$ cat src/rtl/fn_pkg.sv
package fn_pkg;
  localparam int unsigned BYTE_W      = 8;
  localparam logic [7:0]  MASTER_ADDR = 8'h00;
  localparam logic [7:0]  HDR_BYTES   = 8'd2;

  typedef enum logic [2:0] {
    RX_ADDR, RX_LEN, RX_TAKE, RX_SKIP, RX_DROP
  } rx_state_e;

  typedef enum logic [2:0] {
    TX_IDLE, TX_GUARD, TX_HDR0, TX_HDR1, TX_FETCH, TX_LOAD, TX_SEND, TX_DRAIN
  } tx_state_e;
endpackage

$ cat src/rtl/fn_bit_timer.sv
// Counts a number of bit times after a restart; done stays high once reached.
module fn_bit_timer #(
  parameter int PER_W = 16,
  parameter int CNT_W = 8
) (
  input  logic             clk,
  input  logic             rst,
  input  logic             restart,
  input  logic [PER_W-1:0] bit_period,
  input  logic [CNT_W-1:0] n_bits,
  output logic             done
);
  logic [PER_W-1:0] cyc;
  logic [CNT_W-1:0] bits;
  logic             bit_end;

  assign done    = (bits == n_bits);
  assign bit_end = (bit_period <= PER_W'(1)) || (cyc == bit_period - PER_W'(1));

  always_ff @(posedge clk) begin
    if (rst) begin
      cyc  <= '0;
      bits <= '0;
    end else if (restart) begin
      cyc  <= '0;
      bits <= '0;
    end else if (!done) begin
      if (bit_end) begin
        cyc  <= '0;
        bits <= bits + CNT_W'(1);
      end else begin
        cyc <= cyc + PER_W'(1);
      end
    end
  end
endmodule

$ cat src/rtl/fn_rx_parser.sv
// Frame parser: address, total length, payload; skips foreign frames by count.
module fn_rx_parser
  import fn_pkg::*;
#(
  parameter int PER_W = 16,
  parameter int CNT_W = 8
) (
  input  logic             clk,
  input  logic             rst,
  input  logic [7:0]       node_addr,
  input  logic [PER_W-1:0] bit_period,
  input  logic [CNT_W-1:0] idle_bits,
  input  logic             rx_valid,
  input  logic [7:0]       rx_data,
  output logic             pl_valid,
  output logic [7:0]       pl_data,
  output logic             pl_first,
  output logic             pl_last,
  output logic             frm_hit
);
  rx_state_e  state, cur;
  logic [7:0] rem;
  logic       hit_addr;
  logic       first_q;
  logic       idle_done;
  logic       timeout;

  fn_bit_timer #(.PER_W(PER_W), .CNT_W(CNT_W)) u_idle (
    .clk        (clk),
    .rst        (rst),
    .restart    (rx_valid),
    .bit_period (bit_period),
    .n_bits     (idle_bits),
    .done       (idle_done)
  );

  assign timeout = idle_done && (idle_bits != '0);

  // An expired gap returns the parser to address hunting before the byte is seen.
  always_comb begin
    cur = state;
    if (timeout && state != RX_ADDR) cur = RX_ADDR;
  end

  always_ff @(posedge clk) begin
    if (rst) begin
      state    <= RX_ADDR;
      rem      <= '0;
      hit_addr <= 1'b0;
      first_q  <= 1'b0;
      pl_valid <= 1'b0;
      pl_data  <= '0;
      pl_first <= 1'b0;
      pl_last  <= 1'b0;
      frm_hit  <= 1'b0;
    end else begin
      pl_valid <= 1'b0;
      pl_first <= 1'b0;
      pl_last  <= 1'b0;
      frm_hit  <= 1'b0;
      state    <= cur;
      if (rx_valid) begin
        case (cur)
          RX_ADDR: begin
            hit_addr <= (rx_data == node_addr) && (rx_data != MASTER_ADDR);
            state    <= RX_LEN;
          end
          RX_LEN: begin
            if (rx_data < HDR_BYTES) begin
              state <= (idle_bits == '0) ? RX_ADDR : RX_DROP;
            end else if (rx_data == HDR_BYTES) begin
              frm_hit <= hit_addr;
              state   <= RX_ADDR;
            end else begin
              rem     <= rx_data - HDR_BYTES;
              first_q <= 1'b1;
              state   <= hit_addr ? RX_TAKE : RX_SKIP;
            end
          end
          RX_TAKE: begin
            pl_valid <= 1'b1;
            pl_data  <= rx_data;
            pl_first <= first_q;
            first_q  <= 1'b0;
            pl_last  <= (rem == 8'd1);
            rem      <= rem - 8'd1;
            if (rem == 8'd1) begin
              frm_hit <= 1'b1;
              state   <= RX_ADDR;
            end
          end
          RX_SKIP: begin
            rem <= rem - 8'd1;
            if (rem == 8'd1) state <= RX_ADDR;
          end
          default: ;
        endcase
      end
    end
  end
endmodule

$ cat src/rtl/fn_reply_store.sv
// Splits reply words into bytes (low byte first) and keeps them in a RAM.
module fn_reply_store #(
  parameter int WORD_BYTES = 4,
  parameter int AW         = 5,
  parameter int NB_W       = $clog2(WORD_BYTES + 1)
) (
  input  logic                    clk,
  input  logic                    rst,
  input  logic                    wr_valid,
  input  logic [WORD_BYTES*8-1:0] wr_word,
  input  logic [NB_W-1:0]         wr_nbytes,
  input  logic                    wr_last,
  output logic                    wr_ready,
  input  logic                    clear,
  input  logic [AW-1:0]           rd_addr,
  output logic [7:0]              rd_data,
  output logic                    committed,
  output logic [AW:0]             count
);
  localparam int DEPTH  = 1 << AW;
  localparam int WORD_W = WORD_BYTES * 8;

  logic [7:0]        mem [DEPTH];
  logic [WORD_W-1:0] sh_word;
  logic [NB_W-1:0]   sh_left;
  logic [NB_W-1:0]   nb_clamp;
  logic              sh_last;
  logic              busy;
  logic              full;
  logic              we;

  assign wr_ready = !busy && !committed;
  assign full     = (count == (AW+1)'(DEPTH));
  assign we       = busy && !full;
  assign nb_clamp = (wr_nbytes > NB_W'(WORD_BYTES)) ? NB_W'(WORD_BYTES) : wr_nbytes;

  always_ff @(posedge clk) begin
    if (we) mem[count[AW-1:0]] <= sh_word[7:0];
    rd_data <= mem[rd_addr];
  end

  always_ff @(posedge clk) begin
    if (rst || clear) begin
      sh_word   <= '0;
      sh_left   <= '0;
      sh_last   <= 1'b0;
      busy      <= 1'b0;
      count     <= '0;
      committed <= 1'b0;
    end else if (busy) begin
      if (!full) count <= count + (AW+1)'(1);
      sh_word <= sh_word >> 8;
      sh_left <= sh_left - NB_W'(1);
      if (sh_left == NB_W'(1)) begin
        busy      <= 1'b0;
        committed <= sh_last;
      end
    end else if (wr_valid && wr_ready) begin
      if (nb_clamp == '0) begin
        committed <= wr_last;
      end else begin
        busy    <= 1'b1;
        sh_word <= wr_word;
        sh_left <= nb_clamp;
        sh_last <= wr_last;
      end
    end
  end
endmodule

$ cat src/rtl/fn_tx_seq.sv
// Waits the guard interval after a matching frame, then sends 0, length, payload.
module fn_tx_seq
  import fn_pkg::*;
#(
  parameter int AW    = 5,
  parameter int PER_W = 16,
  parameter int CNT_W = 8
) (
  input  logic             clk,
  input  logic             rst,
  input  logic             frm_hit,
  input  logic [PER_W-1:0] bit_period,
  input  logic [CNT_W-1:0] guard_bits,
  input  logic             committed,
  input  logic [AW:0]      count,
  input  logic [7:0]       rd_data,
  output logic [AW-1:0]    rd_addr,
  output logic             clear,
  output logic             tx_valid,
  output logic [7:0]       tx_data,
  input  logic             tx_ready,
  input  logic             tx_busy,
  output logic             tx_req
);
  tx_state_e  state;
  logic       g_done;
  logic       g_start;
  logic [7:0] len_byte;

  assign g_start  = (state == TX_IDLE) && frm_hit;
  assign len_byte = 8'(count) + HDR_BYTES;

  fn_bit_timer #(.PER_W(PER_W), .CNT_W(CNT_W)) u_guard (
    .clk        (clk),
    .rst        (rst),
    .restart    (g_start),
    .bit_period (bit_period),
    .n_bits     (guard_bits),
    .done       (g_done)
  );

  always_ff @(posedge clk) begin
    if (rst) begin
      state    <= TX_IDLE;
      rd_addr  <= '0;
      clear    <= 1'b0;
      tx_valid <= 1'b0;
      tx_data  <= '0;
      tx_req   <= 1'b0;
    end else begin
      clear <= 1'b0;
      case (state)
        TX_IDLE: if (frm_hit) state <= TX_GUARD;
        TX_GUARD: begin
          if (g_done) begin
            if (committed) begin
              tx_req   <= 1'b1;
              tx_valid <= 1'b1;
              tx_data  <= MASTER_ADDR;
              state    <= TX_HDR0;
            end else begin
              state <= TX_IDLE;
            end
          end
        end
        TX_HDR0: if (tx_ready) begin
          tx_data <= len_byte;
          state   <= TX_HDR1;
        end
        TX_HDR1: if (tx_ready) begin
          tx_valid <= 1'b0;
          rd_addr  <= '0;
          state    <= (count == '0) ? TX_DRAIN : TX_FETCH;
        end
        TX_FETCH: state <= TX_LOAD;
        TX_LOAD: begin
          tx_valid <= 1'b1;
          tx_data  <= rd_data;
          state    <= TX_SEND;
        end
        TX_SEND: if (tx_ready) begin
          tx_valid <= 1'b0;
          if ({1'b0, rd_addr} + (AW+1)'(1) == count) begin
            state <= TX_DRAIN;
          end else begin
            rd_addr <= rd_addr + AW'(1);
            state   <= TX_FETCH;
          end
        end
        TX_DRAIN: if (!tx_busy) begin
          tx_req  <= 1'b0;
          clear   <= 1'b1;
          rd_addr <= '0;
          state   <= TX_IDLE;
        end
        default: state <= TX_IDLE;
      endcase
    end
  end
endmodule

$ cat src/rtl/frame_node.sv
module frame_node #(
  parameter int WORD_BYTES = 4,
  parameter int BUF_AW     = 5,
  parameter int PER_W      = 16,
  parameter int BITS_W     = 8,
  parameter int NB_W       = $clog2(WORD_BYTES + 1)
) (
  input  logic                    clk,
  input  logic                    rst,
  input  logic [7:0]              node_addr,
  input  logic [PER_W-1:0]        bit_period,
  input  logic [BITS_W-1:0]       idle_bits,
  input  logic [BITS_W-1:0]       guard_bits,
  input  logic                    rx_valid,
  input  logic [7:0]              rx_data,
  output logic                    pl_valid,
  output logic [7:0]              pl_data,
  output logic                    pl_first,
  output logic                    pl_last,
  output logic                    frm_hit,
  input  logic                    rp_valid,
  input  logic [WORD_BYTES*8-1:0] rp_word,
  input  logic [NB_W-1:0]         rp_nbytes,
  input  logic                    rp_last,
  output logic                    rp_ready,
  output logic                    tx_valid,
  output logic [7:0]              tx_data,
  input  logic                    tx_ready,
  input  logic                    tx_busy,
  output logic                    tx_req
);
  logic              clear;
  logic              committed;
  logic [BUF_AW:0]   count;
  logic [BUF_AW-1:0] rd_addr;
  logic [7:0]        rd_data;

  fn_rx_parser #(.PER_W(PER_W), .CNT_W(BITS_W)) u_rx (
    .clk        (clk),
    .rst        (rst),
    .node_addr  (node_addr),
    .bit_period (bit_period),
    .idle_bits  (idle_bits),
    .rx_valid   (rx_valid),
    .rx_data    (rx_data),
    .pl_valid   (pl_valid),
    .pl_data    (pl_data),
    .pl_first   (pl_first),
    .pl_last    (pl_last),
    .frm_hit    (frm_hit)
  );

  fn_reply_store #(.WORD_BYTES(WORD_BYTES), .AW(BUF_AW), .NB_W(NB_W)) u_store (
    .clk       (clk),
    .rst       (rst),
    .wr_valid  (rp_valid),
    .wr_word   (rp_word),
    .wr_nbytes (rp_nbytes),
    .wr_last   (rp_last),
    .wr_ready  (rp_ready),
    .clear     (clear),
    .rd_addr   (rd_addr),
    .rd_data   (rd_data),
    .committed (committed),
    .count     (count)
  );

  fn_tx_seq #(.AW(BUF_AW), .PER_W(PER_W), .CNT_W(BITS_W)) u_tx (
    .clk        (clk),
    .rst        (rst),
    .frm_hit    (frm_hit),
    .bit_period (bit_period),
    .guard_bits (guard_bits),
    .committed  (committed),
    .count      (count),
    .rd_data    (rd_data),
    .rd_addr    (rd_addr),
    .clear      (clear),
    .tx_valid   (tx_valid),
    .tx_data    (tx_data),
    .tx_ready   (tx_ready),
    .tx_busy    (tx_busy),
    .tx_req     (tx_req)
  );
endmodule

$ cat config.mk
export PLATFORM = sky130hd
export DESIGN_NAME = frame_node
export DESIGN_NICKNAME = d
export VERILOG_FILES = /design/src/rtl/fn_pkg.sv /design/src/rtl/fn_bit_timer.sv /design/src/rtl/fn_rx_parser.sv /design/src/rtl/fn_reply_store.sv /design/src/rtl/fn_tx_seq.sv /design/src/rtl/frame_node.sv
export SDC_FILE = /design/constraint.sdc
export NUM_CORES = 1
export LEC_CHECK = 0
export CAP_MARGIN = 5
export CORE_MARGIN = 5
export CORE_UTILIZATION = 40
export CTS_BUF_LIST = sky130_fd_sc_hd__clkbuf_8
export CTS_CLUSTER_SIZE = 28
export DETAILED_ROUTE_END_ITERATION = 7
export DONT_BUFFER_PORTS = 1
export PLACE_DENSITY_LB_ADDON = 0.05
export SLEW_MARGIN = 20
export SYNTH_ARGS = -nofsm -noshare
export SYNTH_HDL_FRONTEND = slang
export SYNTH_SLANG_ARGS = --single-unit
$ cat constraint.sdc
create_clock -name clk -period 9.4 [get_ports clk]
set_clock_uncertainty 0.05 [all_clocks]
set_input_delay 2.35 -clock clk [delete_from_list [all_inputs] [get_ports clk]]
set_output_delay 2.35 -clock clk [all_outputs]
set_load 0.005 [all_outputs]
==> summary.md <==
| Metric | Value |
|---|---|
| Status | completed |
| Vias | 10.9k |
| Register area share after synthesis | 60.0% |
| Core Rows | 77 |
| FF+latch count, synth | 400 |
| Worst Hold Path EP | u_store.sh_last |
| Synth-to-Final Area Change | 10.4% |
| Synth Cell Area | 0.0176 mm^2 |
| Area leader, netlist | edfxtp_1 |
| Min Tclk post-route | 4.88 ns |
| Ports | 113 |
| WHS | 0.403 ns |
| Max-cap violations | 0 |
| Worst Path Arrival | 5.36 ns |
| Startpoint type of the worst setup path | primary input |
| 1st-pass router iterations | 4 |
| Syn avg cell area | 12.7 um^2 |
| Clock Path Buffers | 3 |
| Multi-input gate area in the final layout | 0.00663 mm^2 |
| GPL Wtd Cong | 0.831 |
| DRC Markers | 0 |
| Non-Filler Instances | 2039 |
| Maximum vdd drop | 0.111 mV |
| Die width | 220 um |
| Num CTS Buffers | 71 |
| Register-to-Register Setup Slack | 6.28 ns |
| Placed cells | 1917 |
| Relative slew slack | 28.9% |
| Reg2Reg Launch Point | u_tx.rd_addr[0] |
| Final period utilization | 51.9% |
| Initial cell density of the core | 40.1% |
| NumNets Final | 1505 |
| Die height | 220 um |
| DR iter-0 viols | 788 |
| Critical path endpoint category | register |
| Post-DR wirelength/cell | 21.0 um |
| Largest net degree at the start of global routing | 57 |
| Vias in the first global route | 10.9k |
| Post-Synthesis Cells | 1387 |
| N_diodes | 0 |
| # setup viols final | 0 |
| Static Leak | 0.00637 uW |
| HP Class | reg2reg |
| Worst-margin pin slew | 1.06 ns |
| # hold bufs at CTS | 0 |
| R2r worst-path depth | 5 |
| Final setup TNS | 0 ns |
| Initial antenna violation count | 0 |
| Top cells by count, synth | edfxtp_1 (256), dfxtp_1 (144), nor2_1 (137), nand2_1 (135), a21oi_1 (86) |
| Synth unique cells | 72 |
| Post-CTS Resized | 0 |
| Post-CTS Setup Inserts | 0 |
| Remaining antenna violation count | 0 |
| Critical Path Fanout Max | 16 |
| Top-count cell post-synth | edfxtp_1 |
| GRT Overall Usage | 17.6% |
| Yosys warning total | 0 |
| Root buf cell | clkbuf_8 |
| PD cells | 188 mW/mm^2 |
| Crit Path Class | in2reg |
| Post-Route WL | 42800 um |
| Final core occ | 44.3% |
| Worst Path Required | 9.89 ns |
| H-Tree Depth | 3 |
| Post-synth top flop | edfxtp_1 |
| Asr flop ratio synth | 0% |
| Fillers | 4106 |
| Fraction of layout cells with a size suffix above 1 | 13.8% |
| Hold depth | 2 |
| DP HPWL | 28400 um |
| DP Area | 0.0182 mm^2 |
| Port Buffer Count | 0 |
| Core Box Area | 0.0439 mm^2 |
| Total grt overflow | 0 |
| Fin area | 0.0194 mm^2 |
| Vias/cell | 5.33 |
| Top cells by area, synth | edfxtp_1 (44%), dfxtp_1 (16%), mux4_2 (10%) |
| CTS Sinks | 400 |
| First-pass GRT wire length | 65200 um |
| Reg clk slew, reported paths | 0.05 ns |
| CTS tree | done |
| Worst R2R End | u_store.rd_data[0] |
| Max Slew Vio Count | 0 |
| Final Hold Fails | 0 |
| Clock Latency Late Sink | 0.63 ns |
| Post-synth EDFFs | 256 |
| Share of the synthesized area in the top cell type | 43.6% |
| Hold_sp | u_store.sh_last |
| Syn nets | 1494 |
| Register Area | 0.0106 mm^2 |
| Die area | 0.0484 mm^2 |
| Max Freq | 0.205 GHz |
| RSZ-0062 raised after global routing | no |
layer usage:
layer	GRT usage [%]	routed length [um]	vias to the layer above
li1	-	-	5199
met1	22.9	18800	5391
met4	5.41	1050	0
met3	4.63	2200	81
met2	29.1	20700	201
met5	0	0	-
stage by stage:
stage | setup slack, ns | total power (uW)
floorplan | 4.35 | 2160
global placement | 3.95 | 2220
detailed placement | 3.90 | 2230
CTS | 4.58 | 3720
global route | 4.23 | 3830
finish | 4.52 | 3660
worst max-delay path by stage:
stage                        startpoint             endpoint  slack, ns  cells past startpoint
after floorplan           bit_period[0]  u_rx.u_idle.bits[6]       4.35                     13
after global placement    bit_period[3]   u_rx.u_idle.cyc[1]       3.95                      8
after detailed placement  bit_period[3]   u_rx.u_idle.cyc[1]       3.90                      8
after CTS                 bit_period[3]   u_rx.u_idle.cyc[1]       4.58                      8
after global routing      bit_period[1]   u_rx.u_idle.cyc[1]       4.23                     10
final                     bit_period[1]   u_rx.u_idle.cyc[1]       4.52                     10
where the power goes:
part           internal, uW  leakage, uW  switching (uW)
clock                   758     0.000765             712
combinational          86.6      0.00207             145
sequential             1920      0.00353            40.4
total                  2760      0.00637             898
cell usage in the layout, fill, tap and decap left out, drive strengths merged, types with 20 or more instances in the layout:
cell	instances
inv	64
o21ai	34
nand3	31
xnor2	62
clkbuf	74
nor4	20
nor3	21
mux4	80
nand4	22
dfxtp	144
edfxtp	256
nor2	137
a22oi	32
nand2	135
a21oi	86
xor2	43
flip-flops by register name, summed over array words and instances, names as in the netlist, 3 cells and up:
name / flops
u_store.rd_data: 8
u_tx.u_guard.cyc: 16
u_rx.u_idle.cyc: 16
u_rx.pl_data: 8
u_store.mem: 256
u_store.sh_left: 3
u_rx.u_idle.bits: 8
u_rx.rem: 8
u_tx.tx_data: 8
u_tx.rd_addr: 5
u_store.count: 6
u_tx.state: 3
u_store.sh_word: 32
u_tx.u_guard.bits: 8
u_rx.state: 3
critical path: stages:
cell	delay, ns
inv_1	0.05
ha_1	0.32
nor3b_2	0.48
nand4_1	0.36
xor2_1	0.23
a22o_1	0.15
nor2_1	0.06
a32oi_2	0.58
nand2b_1	0.53
a21oi_1	0.25
kinds of logic (layout without fill, tap and decap cells):
kind of cell    after synthesis  after routing  share of synthesized area, %
simple gates                448            448                          12.3
fa+ha+maj                    17             17                          1.21
buf+inv                     109            169                          2.39
mux                          88             88                          10.7
xor+xnor                    108            108                          5.61
compound gates              217            217                          7.87
flops                       400            400                          60.0
cell type report:
| class | instances | share of cell area (%) |
|---|---|---|
| Inverter | 30 | 0.579 |
| Multi-Input combinational cell | 878 | 34.1 |
| Sequential cell | 400 | 54.4 |
| Clock buffer | 74 | 5.24 |
| Tap cell | 592 | 3.81 |
| Clock inverter | 48 | 1.25 |
| Timing Repair Buffer | 17 | 0.656 |
Note: power is estimated with default switching activity, not from simulation.
